[src/rtl/tmr_pkg.sv]
package tmr_pkg;
    localparam int DATA_W   = 32;
    localparam int ADDR_W   = 8;
    localparam int NUM_TMR  = 2;
    localparam int NUM_RATE = 4;
    localparam int CTRL_W   = 5;

    localparam logic [ADDR_W-1:0] TMR_STRIDE = 8'h10;
    localparam logic [ADDR_W-1:0] OFF_DIV    = 8'h00;
    localparam logic [ADDR_W-1:0] OFF_CNT    = 8'h04;
    localparam logic [ADDR_W-1:0] OFF_CTRL   = 8'h08;
    localparam logic [ADDR_W-1:0] OFF_MASK   = 8'h48;
    localparam logic [ADDR_W-1:0] OFF_ACK    = 8'h4C;
    localparam logic [ADDR_W-1:0] OFF_RAW    = 8'h50;
    localparam logic [ADDR_W-1:0] OFF_MSKD   = 8'h54;

    typedef enum logic [1:0] {
        OP_LOAD = 2'd0,
        OP_HOLD = 2'd1,
        OP_RUN  = 2'd2,
        OP_RSVD = 2'd3
    } tmr_op_e;

    typedef struct packed {
        logic [2:0] src;
        tmr_op_e    op;
    } tmr_ctrl_t;

    function automatic logic pick_tick(input logic [2:0] src,
                                       input logic [NUM_RATE-1:0] rates);
        return src[2] ? rates[src[1:0]] : 1'b0;
    endfunction

    function automatic logic [ADDR_W-1:0] tmr_off(input int idx,
                                                  input logic [ADDR_W-1:0] base);
        return base + ADDR_W'(idx) * TMR_STRIDE;
    endfunction
endpackage

[src/rtl/tmr_channel.sv]
module tmr_channel
    import tmr_pkg::*;
#(
    parameter int W = DATA_W
) (
    input  logic                clk,
    input  logic                rst,
    input  logic                div_we,
    input  logic                ctrl_we,
    input  logic [W-1:0]        wdata,
    input  logic [NUM_RATE-1:0] rate_tick,
    output logic [W-1:0]        count,
    output logic                expire
);
    logic [W-1:0] div_q;
    logic [W-1:0] cnt_q;
    tmr_ctrl_t    ctrl_q;
    tmr_ctrl_t    ctrl_new;
    logic         tick;
    logic         running;

    assign ctrl_new = tmr_ctrl_t'(wdata[CTRL_W-1:0]);
    assign tick     = pick_tick(ctrl_q.src, rate_tick);
    assign running  = (ctrl_q.op == OP_RUN) && tick && !ctrl_we;
    assign expire   = running && (cnt_q == '0);
    assign count    = cnt_q;

    always_ff @(posedge clk) begin
        if (rst) begin
            div_q  <= '0;
            cnt_q  <= '0;
            ctrl_q <= '{src: 3'd0, op: OP_HOLD};
        end else begin
            if (div_we) begin
                div_q <= wdata;
            end
            if (ctrl_we) begin
                ctrl_q <= ctrl_new;
                if (ctrl_new.op == OP_LOAD) begin
                    cnt_q <= div_q;
                end
            end else if (running) begin
                cnt_q <= (cnt_q == '0) ? div_q : cnt_q - 1'b1;
            end
        end
    end

    // hold and reserved code freeze the count
    p_hold_frozen_r3: assert property (@(posedge clk) disable iff (rst)
        ((ctrl_q.op == OP_HOLD || ctrl_q.op == OP_RSVD) && !ctrl_we) |=> $stable(count))
        else $error("hold changed count");

    // an expiry reloads the divisor
    p_expire_reload_r4: assert property (@(posedge clk) disable iff (rst)
        expire |=> (count == $past(div_q)))
        else $error("no reload on expiry");

    // load write copies divisor
    p_load_copy_r2: assert property (@(posedge clk) disable iff (rst)
        (ctrl_we && wdata[1:0] == 2'd0) |=> (count == $past(div_q)))
        else $error("load did not copy divisor");
endmodule

[src/rtl/tmr_irq_unit.sv]
module tmr_irq_unit #(
    parameter int N = 2
) (
    input  logic         clk,
    input  logic         rst,
    input  logic         mask_we,
    input  logic         ack_we,
    input  logic [N-1:0] wbits,
    input  logic [N-1:0] expire,
    output logic [N-1:0] raw,
    output logic [N-1:0] mask,
    output logic         irq
);
    logic [N-1:0] raw_q;
    logic [N-1:0] mask_q;
    logic [N-1:0] clr;

    assign clr = ack_we ? wbits : '0;

    always_ff @(posedge clk) begin
        if (rst) begin
            raw_q  <= '0;
            mask_q <= '0;
        end else begin
            raw_q <= (raw_q & ~clr) | expire;
            if (mask_we) begin
                mask_q <= wbits;
            end
        end
    end

    assign raw  = raw_q;
    assign mask = mask_q;
    assign irq  = |(raw_q & mask_q);

    // expiry always leaves its bit set (also covers R6 race)
    p_expire_sets_r5: assert property (@(posedge clk) disable iff (rst)
        (expire != '0) |=> ((raw & $past(expire)) == $past(expire)))
        else $error("expiry lost");

    // acknowledged bits without expiry are cleared
    p_ack_clears_r6: assert property (@(posedge clk) disable iff (rst)
        (ack_we && (wbits & ~expire) != '0) |=> ((raw & $past(wbits & ~expire)) == '0))
        else $error("ack did not clear");

    // no interrupt while mask is empty
    p_mask_gate_r7: assert property (@(posedge clk) disable iff (rst)
        (mask == '0) |-> !irq)
        else $error("irq with empty mask");
endmodule

[src/rtl/dual_countdown_timer.sv]
module dual_countdown_timer
    import tmr_pkg::*;
(
    input  logic                clk,
    input  logic                rst,
    input  logic                bus_sel,
    input  logic                bus_we,
    input  logic [ADDR_W-1:0]   bus_addr,
    input  logic [DATA_W-1:0]   bus_wdata,
    output logic [DATA_W-1:0]   bus_rdata,
    input  logic [NUM_RATE-1:0] rate_tick,
    output logic                irq
);
    logic                wr;
    logic                rd;
    logic [NUM_TMR-1:0]  expire;
    logic [DATA_W-1:0]   count [NUM_TMR];
    logic [NUM_TMR-1:0]  raw;
    logic [NUM_TMR-1:0]  mask;
    logic                mapped;

    assign wr = bus_sel && bus_we;
    assign rd = bus_sel && !bus_we;

    for (genvar i = 0; i < NUM_TMR; i++) begin : g_tmr
        tmr_channel #(.W(DATA_W)) u_ch (
            .clk      (clk),
            .rst      (rst),
            .div_we   (wr && bus_addr == tmr_off(i, OFF_DIV)),
            .ctrl_we  (wr && bus_addr == tmr_off(i, OFF_CTRL)),
            .wdata    (bus_wdata),
            .rate_tick(rate_tick),
            .count    (count[i]),
            .expire   (expire[i])
        );
    end

    tmr_irq_unit #(.N(NUM_TMR)) u_irq (
        .clk    (clk),
        .rst    (rst),
        .mask_we(wr && bus_addr == OFF_MASK),
        .ack_we (wr && bus_addr == OFF_ACK),
        .wbits  (bus_wdata[NUM_TMR-1:0]),
        .expire (expire),
        .raw    (raw),
        .mask   (mask),
        .irq    (irq)
    );

    always_comb begin
        bus_rdata = '0;
        mapped    = 1'b0;
        if (rd) begin
            for (int i = 0; i < NUM_TMR; i++) begin
                if (bus_addr == tmr_off(i, OFF_CNT)) begin
                    bus_rdata = count[i];
                    mapped    = 1'b1;
                end
            end
            case (bus_addr)
                OFF_MASK: begin bus_rdata = DATA_W'(mask);        mapped = 1'b1; end
                OFF_RAW:  begin bus_rdata = DATA_W'(raw);         mapped = 1'b1; end
                OFF_MSKD: begin bus_rdata = DATA_W'(raw & mask);  mapped = 1'b1; end
                default: ;
            endcase
        end
    end

    // misaligned offsets always read zero
    p_misaligned_zero_r1: assert property (@(posedge clk) disable iff (rst)
        (rd && bus_addr[1:0] != 2'b00) |-> (bus_rdata == '0))
        else $error("misaligned read nonzero");

    // a masked bit set at a clock edge drives irq
    p_irq_follows_r7: assert property (@(posedge clk) disable iff (rst)
        ((raw & mask) != '0) |-> irq)
        else $error("irq low with masked status");
endmodule

[config.mk]
export PLATFORM = sky130hd
export DESIGN_NAME = dual_countdown_timer
export DESIGN_NICKNAME = d
export VERILOG_FILES = /design/src/rtl/tmr_pkg.sv /design/src/rtl/tmr_channel.sv /design/src/rtl/tmr_irq_unit.sv /design/src/rtl/dual_countdown_timer.sv
export SDC_FILE = /design/constraint.sdc
export NUM_CORES = 1
export LEC_CHECK = 0
export ABC_AREA = 0
export BUFFER_PORTS_ARGS = -buffer_cell sky130_fd_sc_hd__buf_2
export CAP_MARGIN = 20
export CORE_MARGIN = 2
export CORE_UTILIZATION = 55
export DETAILED_ROUTE_END_ITERATION = 6
export PLACE_DENSITY = 0.75
export RECOVER_POWER = 100
export SLEW_MARGIN = 20
export SYNTH_ARGS = -nofsm -noshare
export SYNTH_HDL_FRONTEND = slang
export SYNTH_SLANG_ARGS = --single-unit
[constraint.sdc]
create_clock -name clk -period 7.1 [get_ports clk]
set_input_delay 1.775 -clock clk [delete_from_list [all_inputs] [get_ports clk]]
set_output_delay 1.775 -clock clk [all_outputs]
set_load 0.05 [all_outputs]
## Word level (Yosys, flattened, before mapping)

Index checks and enable logic that the tools add are counted.

| storage, ports and cells | value |
|---|---|
| memories kept | 0 |
| memory bits (writable) | 0 |
| word-level logic and storage cells | 77 |
| latch bits | 0 |
| register bits | 142 |
| bits of input ports | 48 |
| memory bits (read-only) | 0 |
| output and inout port bits | 33 |

| cells by class | value |
|---|---|
| div/mod/pow operators | 0 |
| reductions and logical operators | 26 |
| muxes and demuxes | 19 |
| bitwise logic cells | 5 |
| add/sub/neg operators | 2 |
| shift-type cells | 0 |
| multipliers | 0 |
| $lt $le $gt $ge | 2 |
| equality and inequality tests | 13 |

Operators with widths:

| kind | count |
|---|---|
| 32-bit two-way mux | 11 |
| 32-bit case mux with 3 select lines | 1 |
| 32-bit logical NOT | 2 |
| 32-bit by 1-bit subtractor with 32-bit output, second input constant | 2 |
| 8-bit by 7-bit equality test with 1-bit output, second input constant | 4 |
| 8-bit by 5-bit equality test with 1-bit output, second input constant | 3 |
| 1-bit logical AND | 14 |
| 8-bit by 3-bit equality test with 1-bit output, second input constant | 1 |
| 8-bit by 4-bit equality test with 1-bit output, second input constant | 1 |
| 8-bit logical NOT | 1 |
| 2-bit bitwise AND | 3 |
| 2-bit by 3-bit less-than comparator with 1-bit output, second input constant | 2 |
| 1-bit binary-select mux with 2-bit select | 2 |
| 2-bit equality test, second input constant | 2 |
| 1-bit two-way mux | 4 |
| 2-bit inequality test, second input constant | 2 |
| 2-bit AND reduction | 2 |
| 2-bit nonzero test | 2 |
| 1-bit logical NOT | 3 |
| 2-bit logical NOT | 1 |
| 2-bit two-way mux | 1 |
| 2-bit NOT | 1 |
| 2-bit bitwise OR | 1 |
| 2-bit OR reduction | 1 |

## Logic depth before layout (Yosys ltp)

Gate-level depths: netlist of the first run.

| logic depth | value |
|---|---|
| word-level depth | 7 |
| gate-level depth with buffers | 10 |
| gate-level depth less buffers | 8 |

## Hierarchy

Synthesis of the first run repeated with hierarchy kept, for this count alone.

| unflattened totals | value |
|---|---|
| cell total of the unflattened synthesis | 1012 |
| area total of the unflattened synthesis | 8660.8 µm² |

Modules (own cells, without submodules):

| module | sequential area each (µm²) | area an instance (µm²) | instances | cells an instance |
|---|---|---|---|---|
| tmr_channel at g_tmr[0].u_ch | 1381.3 | 3687.3 | 1 | 429 |
| tmr_channel at g_tmr[1].u_ch | 1381.3 | 3638.5 | 1 | 419 |
| dual_countdown_timer | 0.0 | 1186.1 | 1 | 149 |
| tmr_irq_unit | 80.1 | 148.9 | 1 | 15 |

## Least setup slack after synthesis of the first run

OpenSTA, ideal clock, no wires.

| path | value |
|---|---|
| path kind | input port to output port |
| start point | input port bus_addr[5] |
| end point | output port bus_rdata[10] |
| stages on the path | 6 |
| arrival | 3.675 ns |
| required time | 5.325 ns |
| buffers on the path | 2 |
| path slack | 1.650 ns |
| path through | nor4b_1 -> and3_1 -> clkbuf_1 -> clkbuf_1 -> a22oi_1 -> nor2_1 |

| between the ends | value |
|---|---|
| longest elaborated chain between the ends | 5 |
| elaborated cells between the ends (all ways) | 9 |
| classes of those cells | eq/ne (5); mux (4) |

RTL lines:

| element | line | text |
|---|---|---|
| start: declaration | dual_countdown_timer.sv:8 | `input logic [ADDR_W-1:0] bus_addr,` |
| 8-bit by 3-bit equality test with 1-bit output | dual_countdown_timer.sv:55 | `if (bus_addr == tmr_off(i, OFF_CNT)) begin` |
| 32-bit two-way mux (2 in a row) | dual_countdown_timer.sv:55 |  |
| 32-bit case mux with 3 select lines * | dual_countdown_timer.sv:60 | `case (bus_addr)` |
| 32-bit two-way mux * | dual_countdown_timer.sv:53 | `if (rd) begin` |
| end: declaration | dual_countdown_timer.sv:10 | `output logic [DATA_W-1:0] bus_rdata,` |

Mark *: on every way between the ends. The rest lies on a longest branch, timed or not.

## Worst setup path in the final report of the first run

| path | value |
|---|---|
| start point | input port bus_addr[4] |
| end point | output port bus_rdata[20] |

The elaborated chain is that of the path after synthesis.

==> impl_results.md, run 1 <==
- Outcome: finished, violations left
- Failing checks: max-capacitance violations, max-slew violations
- Pin count of the biggest net entering global routing: 92
- TritonCTS clock tree: built
- CP startpoint kind: primary input
- Start of the worst register-to-register path: g_tmr[0].u_ch.count[15]$_SDFFE_PP0P_
- Initial antenna violation count: 0
- Worst vdd ir: 171 µV
- Syn_area_per_cell: between 7 and 8 µm²
- Synth Net Count: approximately 1.1k
- Post-synth cell types: just over 60
- Final period util: a little under nine tenths
- Largest family of logic cells by synthesized area: simple AND/OR/NAND/NOR gates
- Register area share after synthesis: between 30% and 40%
- WP data arrival: between 4 and 5 ns
- Post-layout util: 63.9%
- Proportion of synthesized area in mux cells: under 10%
- GR Overflow Total: 0
- Initial core utilization: about 57%
- Req. time, crit path: ~5.3 ns
- Core Rows: 42
- Number of global-route vias before repair: between 7k and 8k
- Slew Viols, Final: about 120
- Final instance area: 0.00853 mm²
- Drt drc: 0
- CP endpoint kind: output pin
- Hold_sp: g_tmr[1].u_ch.div_q[2]$_SDFFE_PP0P_
- Core Footprint: between 0.01 and 0.015 mm²
- Clk_skew: 0.00939 ns
- ANT cells: 0
- Minimum clock period: between 6 and 7 ns
- CP cell instances: clkbuf_1 > nor4_1 > and3_1 > clkbuf_1 > a22oi_1 > nor2_1 > buf_2
- Synth-to-Final Area Change: 12.2%
- FF-to-FF setup slack: ~2.3 ns
- # setup viols final: 0
- Clock transition at path regs: around 0.06 ns
- Post-synth EDFFs: 0
- Max Cap Viol: 3
- Via density: ~6.4
- Clock root buffer: clkbuf_16
- Post-synthesis compound-gate area fraction: between 20 and 25%
- Mapped Cells: about 1.0k
- Num CTS Buffers: 17
- Synthesis Warnings: 0
- CP delay by family, top: simple AND/OR/NAND/NOR gates
- Slowest cell delay on critical path: about 0.74 ns
- Final Hold Fails: 0
- Final layout net count: roughly 1.1k
- CP Class: in2out
- Drt total wl: between 20000 and 25000 µm
- R2R Path End: g_tmr[0].u_ch.count[10]$_SDFFE_PP0P_
- Post-synthesis cell area: approximately 0.0076 mm²
- Fraction of layout cells with a size suffix above 1: a little over a tenth
- Adder-Cell Fraction of Synth Area: less than 1%
- Post-CTS Hold Buffers: 0
- CTS H-Tree Depth: 4
- Port bufs: 80
- WL/cell: approximately 19 µm
- Post-synthesis simple-gate area fraction: a little over a quarter
- FF-to-FF path depth: 6
- I/O pins: 81
- DRT iter0 DRCs: roughly 1.2k
- Bufs and invs on worst path: 3
- Hold Crit Depth: 2
- TritonRoute pass-1 iters: 5
- Die ar.: roughly 0.015 mm²
- Synth async-reset ratio: 0%
- Most frequent cells in the layout: nand2_1 (168), dfxtp_1 (142), a21oi_1 (130)
- Placed cell area: approximately 0.008 mm²
- Die Y: between 100 and 150 µm
- Via count: 8029
- Setup TNS: 0 ns
- Leakage: between 0.003 and 0.004 µW
- # Post-CTS Setup Buffers: 0
- RSZ-0062 raised after global routing: false
- Commonest non-fill, non-tap cell in the layout: nand2_1
- Clk_lat worst skew: about 0.43 ns
- Clk buf depth: 2
- Total Routing Usage GR: ~33%
- Peak Freq: about 160 MHz
- Min-Delay Endpoint: g_tmr[1].u_ch.div_q[2]$_SDFFE_PP0P_
- HPWL after DPL: 16000 µm
- Worst-path fanout max: 20
- Die width: 122 µm
- Synth Register Bits: between 100 and 150
- Antenna-violating nets left: 0
- Top cell by count, worst path: clkbuf_1
- HP Class: reg2reg
- Slew margin rel.: -44.2%
- Total power per unit cell area: about 200 mW/mm²
- Clk sinks: ~140
- PostCTS Resize Cnt: 0
- Slew @ Worst Pin: approximately 2.2 ns
- Top_reg_cell synth: dfxtp_1
- GPL Wtd Cong: a little under 1
- Fraction of synthesized cell area in xor and xnor cells: 0%
- First-pass GRT wire length: approximately 38000 µm
- Crit path max-delay cell type: clkbuf_1
## power by group
| part | switching, µW | internal (µW) |
|---|---|---|
| Clock | 360 | 490 |
| Sequential | 0.228 | 797 |
| Combinational | 34.8 | 15.2 |
## sequential cells by signal (all words and copies together) (netlist names)
register	count
g_tmr.u_ch.count	64
g_tmr.u_ch.ctrl_q	10
g_tmr.u_ch.div_q	64
u_irq.mask	2
u_irq.raw	2
## worst max path at each step
| stage | start | to | slack (ns) | depth (start not counted) |
|---|---|---|---|---|
| finish | bus_addr[4] | bus_rdata[20] | 0.97 | 7 |
| global route | bus_addr[4] | bus_rdata[29] | 0.69 | 7 |
| detailed placement | bus_addr[4] | bus_rdata[20] | 1.50 | 7 |
| global placement | bus_addr[4] | bus_rdata[25] | 1.53 | 7 |
| CTS | bus_addr[4] | bus_rdata[20] | 1.49 | 7 |
| floorplan | bus_addr[5] | bus_rdata[10] | 1.65 | 6 |
## synth_stat cells, types with 6 or more instances
library cell | count | area share (%)
o21ai_0 | 41 | 2.7
a31oi_1 | 8 | 0.66
clkbuf_1 | 61 | 3.0
a21oi_1 | 130 | 8.6
mux2i_1 | 22 | 2.9
nand4_1 | 12 | 0.99
nand3_1 | 32 | 2.1
or4_1 | 11 | 1.1
or3_1 | 14 | 1.2
nor2_1 | 90 | 4.4
a22oi_1 | 34 | 3.4
nor4_1 | 18 | 1.5
nor3b_1 | 8 | 0.79
inv_1 | 42 | 2.1
nand2b_1 | 8 | 0.66
nor3_1 | 36 | 2.4
dfxtp_1 | 142 | 37
buf_2 | 10 | 0.66
o32ai_1 | 30 | 3.5
nand3b_1 | 6 | 0.59
and3_1 | 10 | 0.82
nand2_1 | 167 | 8.2
## worst reg2reg max path, cell delays in order, from the launching register on
cell and delay, ns:
dfxtp_1 0.37, or4_1 0.61, or4b_1 0.73, o31ai_4 0.28, clkbuf_1 1.57, nand2_1 0.69
o311ai_0 0.47
## kinds of logic after synthesis
kind of cell / after synthesis
buf+inv: 119
compound gates: 294
simple gates: 437
fa+ha+maj: 4
flops: 142
mux: 26
## through the flow
stage / total power, µW / hold WS [ns] / instances / worst slack (ns)
after floorplan: 838 / 0.426 / 1022 / 1.65
after global placement: 864 / 0.438 / 1215 / 1.53
after detailed placement: 864 / 0.445 / 1215 / 1.50
after CTS: 1700 / 0.453 / 1247 / 1.49
after global routing: 1740 / 0.467 / 1247 / 0.693
final: 1700 / 0.450 / 1247 / 0.973
## metal layers
metal,vias up,wire length [µm],GRT usage (%)
met2,430,10700,49.5
met3,51,2550,9.32
met4,0,559,11.2
met5,-,0,0
met1,3772,10300,45.7
li1,3776,-,-
## cell type report
cell class | count | area [µm²]
clock inverters | 13 | 119
multi-input cells | 761 | 4280
repair buffers | 94 | 470
fillers | 1261 | 4820
clock buffers | 19 | 443
flip-flops and latches | 142 | 2840
well taps | 176 | 220
inverters | 42 | 158
Power figures use the tool's default switching activity.
==> run 2, diff against run 1 <==
Clock period 7.1 ns to 6.5 ns, I/O delays scaled along.
==> run 2 against run 1 <==
  * The run still ends with max-capacitance violations, max-slew violations left
  * Clock-buffer cell count is 2 higher
  * Via count is 0.35% lower
  * Wire length is 0.58% higher
  * Sequential power is 9.3% higher
  * Die area stayed put
  * Worst setup slack better by 0.029 ns
  * Sequential cell count stayed put
  * Critical endpoint is now g_tmr[0].u_ch.count[10]$_SDFFE_PP0P_
  * Largest cell class unchanged
==> impl_results.md, run 2 (same netlist as run 1, synthesis figures left out) <==
- Core Footprint: between 0.01 and 0.015 mm²
- WL/cell: about 19 µm
- CP startpoint kind: primary input
- Die ar.: between 0.01 and 0.015 mm²
- Number of global-route vias before repair: 7263
- Slew @ Worst Pin: approximately 1.9 ns
- Synth-to-Final Area Change: 12.5%
- FF-to-FF setup slack: 1.44 ns
- Clk_skew: 0.0100 ns
- I/O pins: 81
- TritonCTS clock tree: built
- WP data arrival: approximately 5.8 ns
- Setup crit end: g_tmr[0].u_ch.count[10]$_SDFFE_PP0P_
- Post-CTS Hold Buffers: 0
- Initial antenna violation count: 0
- Minimum clock period: about 5.5 ns
- Core Rows: 42
- Int Pwr: ~1500 µW
- Pin count of the biggest net entering global routing: 68
- Peak Freq: 182 MHz
- Hold slack: ~0.45 ns
- Drt total wl: roughly 24000 µm
- Clk sinks: around 140
- GPL Wtd Cong: 0.954
- Antenna-violating nets left: 0
- CTS H-Tree Depth: 4
- Initial core utilization: 57.0%
- Clock power frac: around half
- Start of the worst register-to-register path: g_tmr[0].u_ch.count[15]$_SDFFE_PP0P_
- Fraction of layout cells with a size suffix above 1: 9.13%
- Die Y: around 120 µm
- Port bufs: 80
- R2R Path End: g_tmr[0].u_ch.count[10]$_SDFFE_PP0P_
- Sw Pwr: around 430 µW
- Crit path max-delay cell type: clkbuf_1
- DRT iter0 DRCs: approximately 1.2k
- CP Class: in2reg
- RSZ-0062 raised after global routing: false
- Via density: 6.41
- HPWL after DPL: about 16000 µm
- GR Overflow Total: 0
- HP Class: reg2reg
- # Post-CTS Setup Buffers: 0
- Via count: 8001
- Drt drc: 0
- Num CTS Buffers: 17
- Clock root buffer: clkbuf_16
- Flop pwr share: 45.3%
- ANT cells: 0
- Comb pwr share: roughly 2.9%
- Final Hold Fails: 0
- Max Cap Viol: 3
- Worst vdd ir: between 150 and 200 µV
- CP cell instances: clkbuf_1 > nor4_1 > nand4_1 > o31ai_1 > clkbuf_1 > nand2_2 > o311ai_0
- FF-to-FF path depth: 6
- Die width: 122 µm
- First-pass GRT wire length: ~38000 µm
- Top cell by count, worst path: clkbuf_1
- Post-layout util: 64.1%
- Clk buf depth: 2
- Total Routing Usage GR: roughly 33%
- Final layout net count: 1112
- Clk_lat worst skew: ~0.43 ns
- Sw Share: ~22%
- CP endpoint kind: flip-flop
- Total power per unit cell area: 225 mW/mm²
- Setup TNS: 0 ns
- Worst-path fanout max: 45
- Clock transition at path regs: around 0.060 ns
- Outcome: finished, violations left
- Most frequent cells in the layout: nand2_1 (167), dfxtp_1 (142), a21oi_1 (130)
- CP startpoint: bus_addr[4]
- Failing checks: max-capacitance violations, max-slew violations
- Commonest non-fill, non-tap cell in the layout: nand2_1
- Slew Viols, Final: about 110
- Final period util: about 85%
- Req. time, crit path: approximately 6.8 ns
- Slowest cell delay on critical path: roughly 1.4 ns
- Leakage: 0.00308 µW
- PostCTS Resize Cnt: 0
- Slew margin rel.: -25.6%
- # setup viols final: 0
- TritonRoute pass-1 iters: 6
[run 2: area by class of cell]
| class | instances | area [µm²] |
|---|---|---|
| fillers | 1253 | 4790 |
| multi-input cells | 761 | 4270 |
| flip-flops and latches | 142 | 2840 |
| clock buffers | 21 | 480 |
| repair buffers | 96 | 458 |
| well taps | 176 | 220 |
| inverters | 42 | 158 |
| clock inverters | 11 | 131 |
[run 2: critical path, delay by kind of cell]
kind                   cells  cell delay [ns]
and+or+nand+nor            3             1.64
buffers and inverters      2             1.54
AOI/OAI and AO/OA          2             0.98
[run 2: worst min-delay path by stage]
| stage | start | end | slack (ns) | cells after the start |
|---|---|---|---|---|
| 2_1_floorplan | g_tmr[0].u_ch.ctrl_q[0]$_SDFFE_PP1P_ | g_tmr[0].u_ch.ctrl_q[0]$_SDFFE_PP1P_ | 0.43 | 1 |
| 3_3_place_gp | g_tmr[0].u_ch.ctrl_q[0]$_SDFFE_PP1P_ | g_tmr[0].u_ch.ctrl_q[0]$_SDFFE_PP1P_ | 0.44 | 1 |
| 3_5_place_dp | g_tmr[0].u_ch.ctrl_q[0]$_SDFFE_PP1P_ | g_tmr[0].u_ch.ctrl_q[0]$_SDFFE_PP1P_ | 0.44 | 1 |
| 4_1_cts | g_tmr[1].u_ch.div_q[3]$_SDFFE_PP0P_ | g_tmr[1].u_ch.div_q[3]$_SDFFE_PP0P_ | 0.45 | 2 |
| 5_1_grt | g_tmr[1].u_ch.div_q[11]$_SDFFE_PP0P_ | g_tmr[1].u_ch.div_q[11]$_SDFFE_PP0P_ | 0.47 | 2 |
| 6_report | g_tmr[1].u_ch.div_q[3]$_SDFFE_PP0P_ | g_tmr[1].u_ch.div_q[3]$_SDFFE_PP0P_ | 0.45 | 2 |
[run 2: metrics by stage]
| step | power, µW | instances | cell area, µm² | worst slack [ns] |
|---|---|---|---|---|
| 2_1_floorplan | 915 | 1022 | 7610 | 1.35 |
| 3_3_place_gp | 945 | 1217 | 8030 | 1.41 |
| 3_5_place_dp | 945 | 1217 | 8030 | 1.36 |
| 4_1_cts | 1930 | 1249 | 8640 | 1.36 |
| 5_1_grt | 1960 | 1249 | 8560 | 0.615 |
| 6_report | 1920 | 1249 | 8560 | 1.00 |
[run 2: power by group through the flow]
stage	Clock (µW)	Sequential, µW	Combinational [µW]
finish	995	871	56.1
global route	1030	870	59.3
CTS	1000	871	54.8
detailed placement	0	890	54.6
global placement	0	890	54.9
floorplan	0	890	25.1
[run 2: routing by layer]
layer  routed length (µm)  global-route usage (%)  vias to the layer above
met3                 2320                    8.15                       66
met1                10600                    46.7                     3745
met2                10500                    49.3                      414
met5                    0                       0                        -
li1                     -                       -                     3776
met4                  784                    14.2                        0
==> run 3, diff against run 2 <==
Settings changed: CORE_UTILIZATION 55 to 54, PLACE_DENSITY 0.75 to 0.77.
Clock period 6.5 ns to 4.75 ns, I/O delays scaled along.
==> run 3 against run 2 <==
  * The run still ends with max-capacitance violations, max-slew violations left
  * Hold slack about the same
  * Total power increased by 43%
  * Sequential share of layout area fell by 0.31 points
  * Non-clock buffer count increased by 3
  * Clock skew shrank 0.0047 ns
  * Critical endpoint is now bus_rdata[1]
  * Highest routed layer unchanged
==> impl_results.md, run 3 (same netlist as run 1, synthesis figures left out) <==
- Outcome: finished, violations left
- Failing checks: max-capacitance violations, max-slew violations
- Synth-to-Final Area Change: 13.6%
- Number of global-route vias before repair: between 6k and 7k
- Crit path max-delay cell type: clkbuf_1
- Core Rows: between 40 and 50
- Total power per unit cell area: between 300 and 400 mW/mm²
- Leakage: 0.00323 µW
- CTS H-Tree Depth: 4
- Minimum clock period: ~4.3 ns
- Slowest cell delay on critical path: about 0.48 ns
- Most frequent cells in the layout: nand2_1 (168), dfxtp_1 (142), a21oi_1 (130)
- Worst-path fanout max: 32
- Via density: about 6.4
- Post-CTS Hold Buffers: 0
- R2R Path End: g_tmr[0].u_ch.count[16]$_SDFFE_PP0P_
- ANT cells: 0
- Clk_skew: 0.00531 ns
- # setup viols final: 0
- RSZ-0062 raised after global routing: false
- Slew margin rel.: -11.5%
- Drt total wl: 24500 µm
- Req. time, crit path: 3.56 ns
- First-pass GRT wire length: between 30000 and 40000 µm
- Top cell by count, worst path: clkbuf_1
- Clk buf depth: 2
- PostCTS Resize Cnt: 0
- DRT iter0 DRCs: roughly 1.3k
- CP startpoint kind: primary input
- Final period util: 90.8%
- Setup TNS: 0 ns
- TritonRoute pass-1 iters: 6
- CP endpoint kind: output pin
- I/O pins: 81
- Port bufs: 80
- Max Cap Viol: 1
- Worst vdd ir: 264 µV
- Core Footprint: 0.0138 mm²
- Die ar.: around 0.015 mm²
- Clk sinks: ~140
- HP Class: reg2reg
- Slew @ Worst Pin: 1.67 ns
- FF-to-FF path depth: 6
- CP cell instances: clkbuf_1 > nor3_1 > and3_1 > buf_4 > a32oi_1 > a21oi_1 > clkbuf_1
- Final Hold Fails: 0
- Slew Viols, Final: 33
- Clk_lat worst skew: between 0.4 and 0.5 ns
- # Post-CTS Setup Buffers: 0
- Commonest non-fill, non-tap cell in the layout: nand2_1
- Final layout net count: ~1.1k
- Fraction of layout cells with a size suffix above 1: about an eighth
- Initial core utilization: between 50 and 60%
- Hold Crit Depth: 2
- Final instance area: roughly 0.0086 mm²
- FF-to-FF setup slack: roughly 0.66 ns
- Min-Delay Endpoint: g_tmr[1].u_ch.div_q[18]$_SDFFE_PP0P_
- Peak Freq: between 200 and 250 MHz
- Hold_sp: g_tmr[1].u_ch.div_q[18]$_SDFFE_PP0P_
- Pin count of the biggest net entering global routing: between 40 and 50
- HPWL after DPL: 16700 µm
- Total Routing Usage GR: between 30% and 40%
- Clock root buffer: clkbuf_16
- Die width: 123 µm
- Placed cell area: about 0.0081 mm²
- Via count: between 7k and 8k
- Drt drc: 0
- Num CTS Buffers: 17
- TritonCTS clock tree: built
- # fillers: 1270
- Initial antenna violation count: 0
- Antenna-violating nets left: 0
- WL/cell: just under 20 µm
- WP data arrival: ~3.1 ns
- CP Class: in2out
- Clock transition at path regs: approximately 0.06 ns
- Start of the worst register-to-register path: g_tmr[0].u_ch.count[15]$_SDFFE_PP0P_
- Die Y: around 120 µm
- GR Overflow Total: 0
- GPL Wtd Cong: around 1
[run 3: cell count changes in the layout (fill, tap and decap cells not counted), sizes merged]
cell      before  now
clkbuf        61   36
inv           43   44
buf           56   81
bufinv         2    5
clkinvlp       3    2
[run 3: metal layers]
metal / track usage (%) / share of wire, % / vias to the layer above
li1: - / - / 3784
met4: 10.8 / 2.4 / 0
met3: 6.32 / 10 / 52
met2: 48.9 / 45 / 410
met5: 0 / 0 / -
met1: 47.2 / 43 / 3736
[run 3: worst max path at each step]
stage,depth (start not counted),endpoint,startpoint
finish,7,bus_rdata[1],bus_addr[3]
global route,7,bus_rdata[1],bus_addr[3]
CTS,7,bus_rdata[28],bus_addr[4]
detailed placement,7,bus_rdata[28],bus_addr[4]
global placement,7,bus_rdata[28],bus_addr[4]
floorplan,6,bus_rdata[10],bus_addr[5]
[run 3: cell type report]
cell class / instances / area (µm²) / share of cell area, %
inverter: 42 / 158 / 1.83
tap: 180 / 225 / 2.61
clock inverter: 14 / 215 / 2.49
clock buffer: 18 / 429 / 4.97
timing repair buffer: 99 / 508 / 5.88
sequential: 142 / 2840 / 32.9
multi-input combinational: 761 / 4260 / 49.3
[run 3: through the flow]
step / total power (µW) / worst slack (ns) / util, % / instances / hold slack (ns)
4_1_cts: 2750 / 0.573 / 62.9 / 1256 / 0.455
3_3_place_gp: 1300 / 0.637 / 58.2 / 1224 / 0.435
6_report: 2750 / 0.436 / 62.5 / 1256 / 0.454
3_5_place_dp: 1300 / 0.581 / 58.2 / 1224 / 0.445
5_1_grt: 2810 / 0.234 / 62.5 / 1256 / 0.470
2_1_floorplan: 1250 / 0.475 / - / 1022 / 0.426
[run 3: power by group]
| part | internal, µW | leakage, µW | total (µW) | switching [µW] |
|---|---|---|---|---|
| clock network | 933 | 0.000311 | 1480 | 544 |
| logic | 23.9 | 0.00178 | 81.7 | 57.8 |
| registers | 1190 | 0.00114 | 1190 | 0.310 |
[run 3: worst max-delay path, delay by kind of cell]
kind                   cells  cell delay [ns]
AND/OR/NAND/NOR            2             0.68
AO/OA/AOI/OAI              2             0.26
buffers and inverters      3             1.00
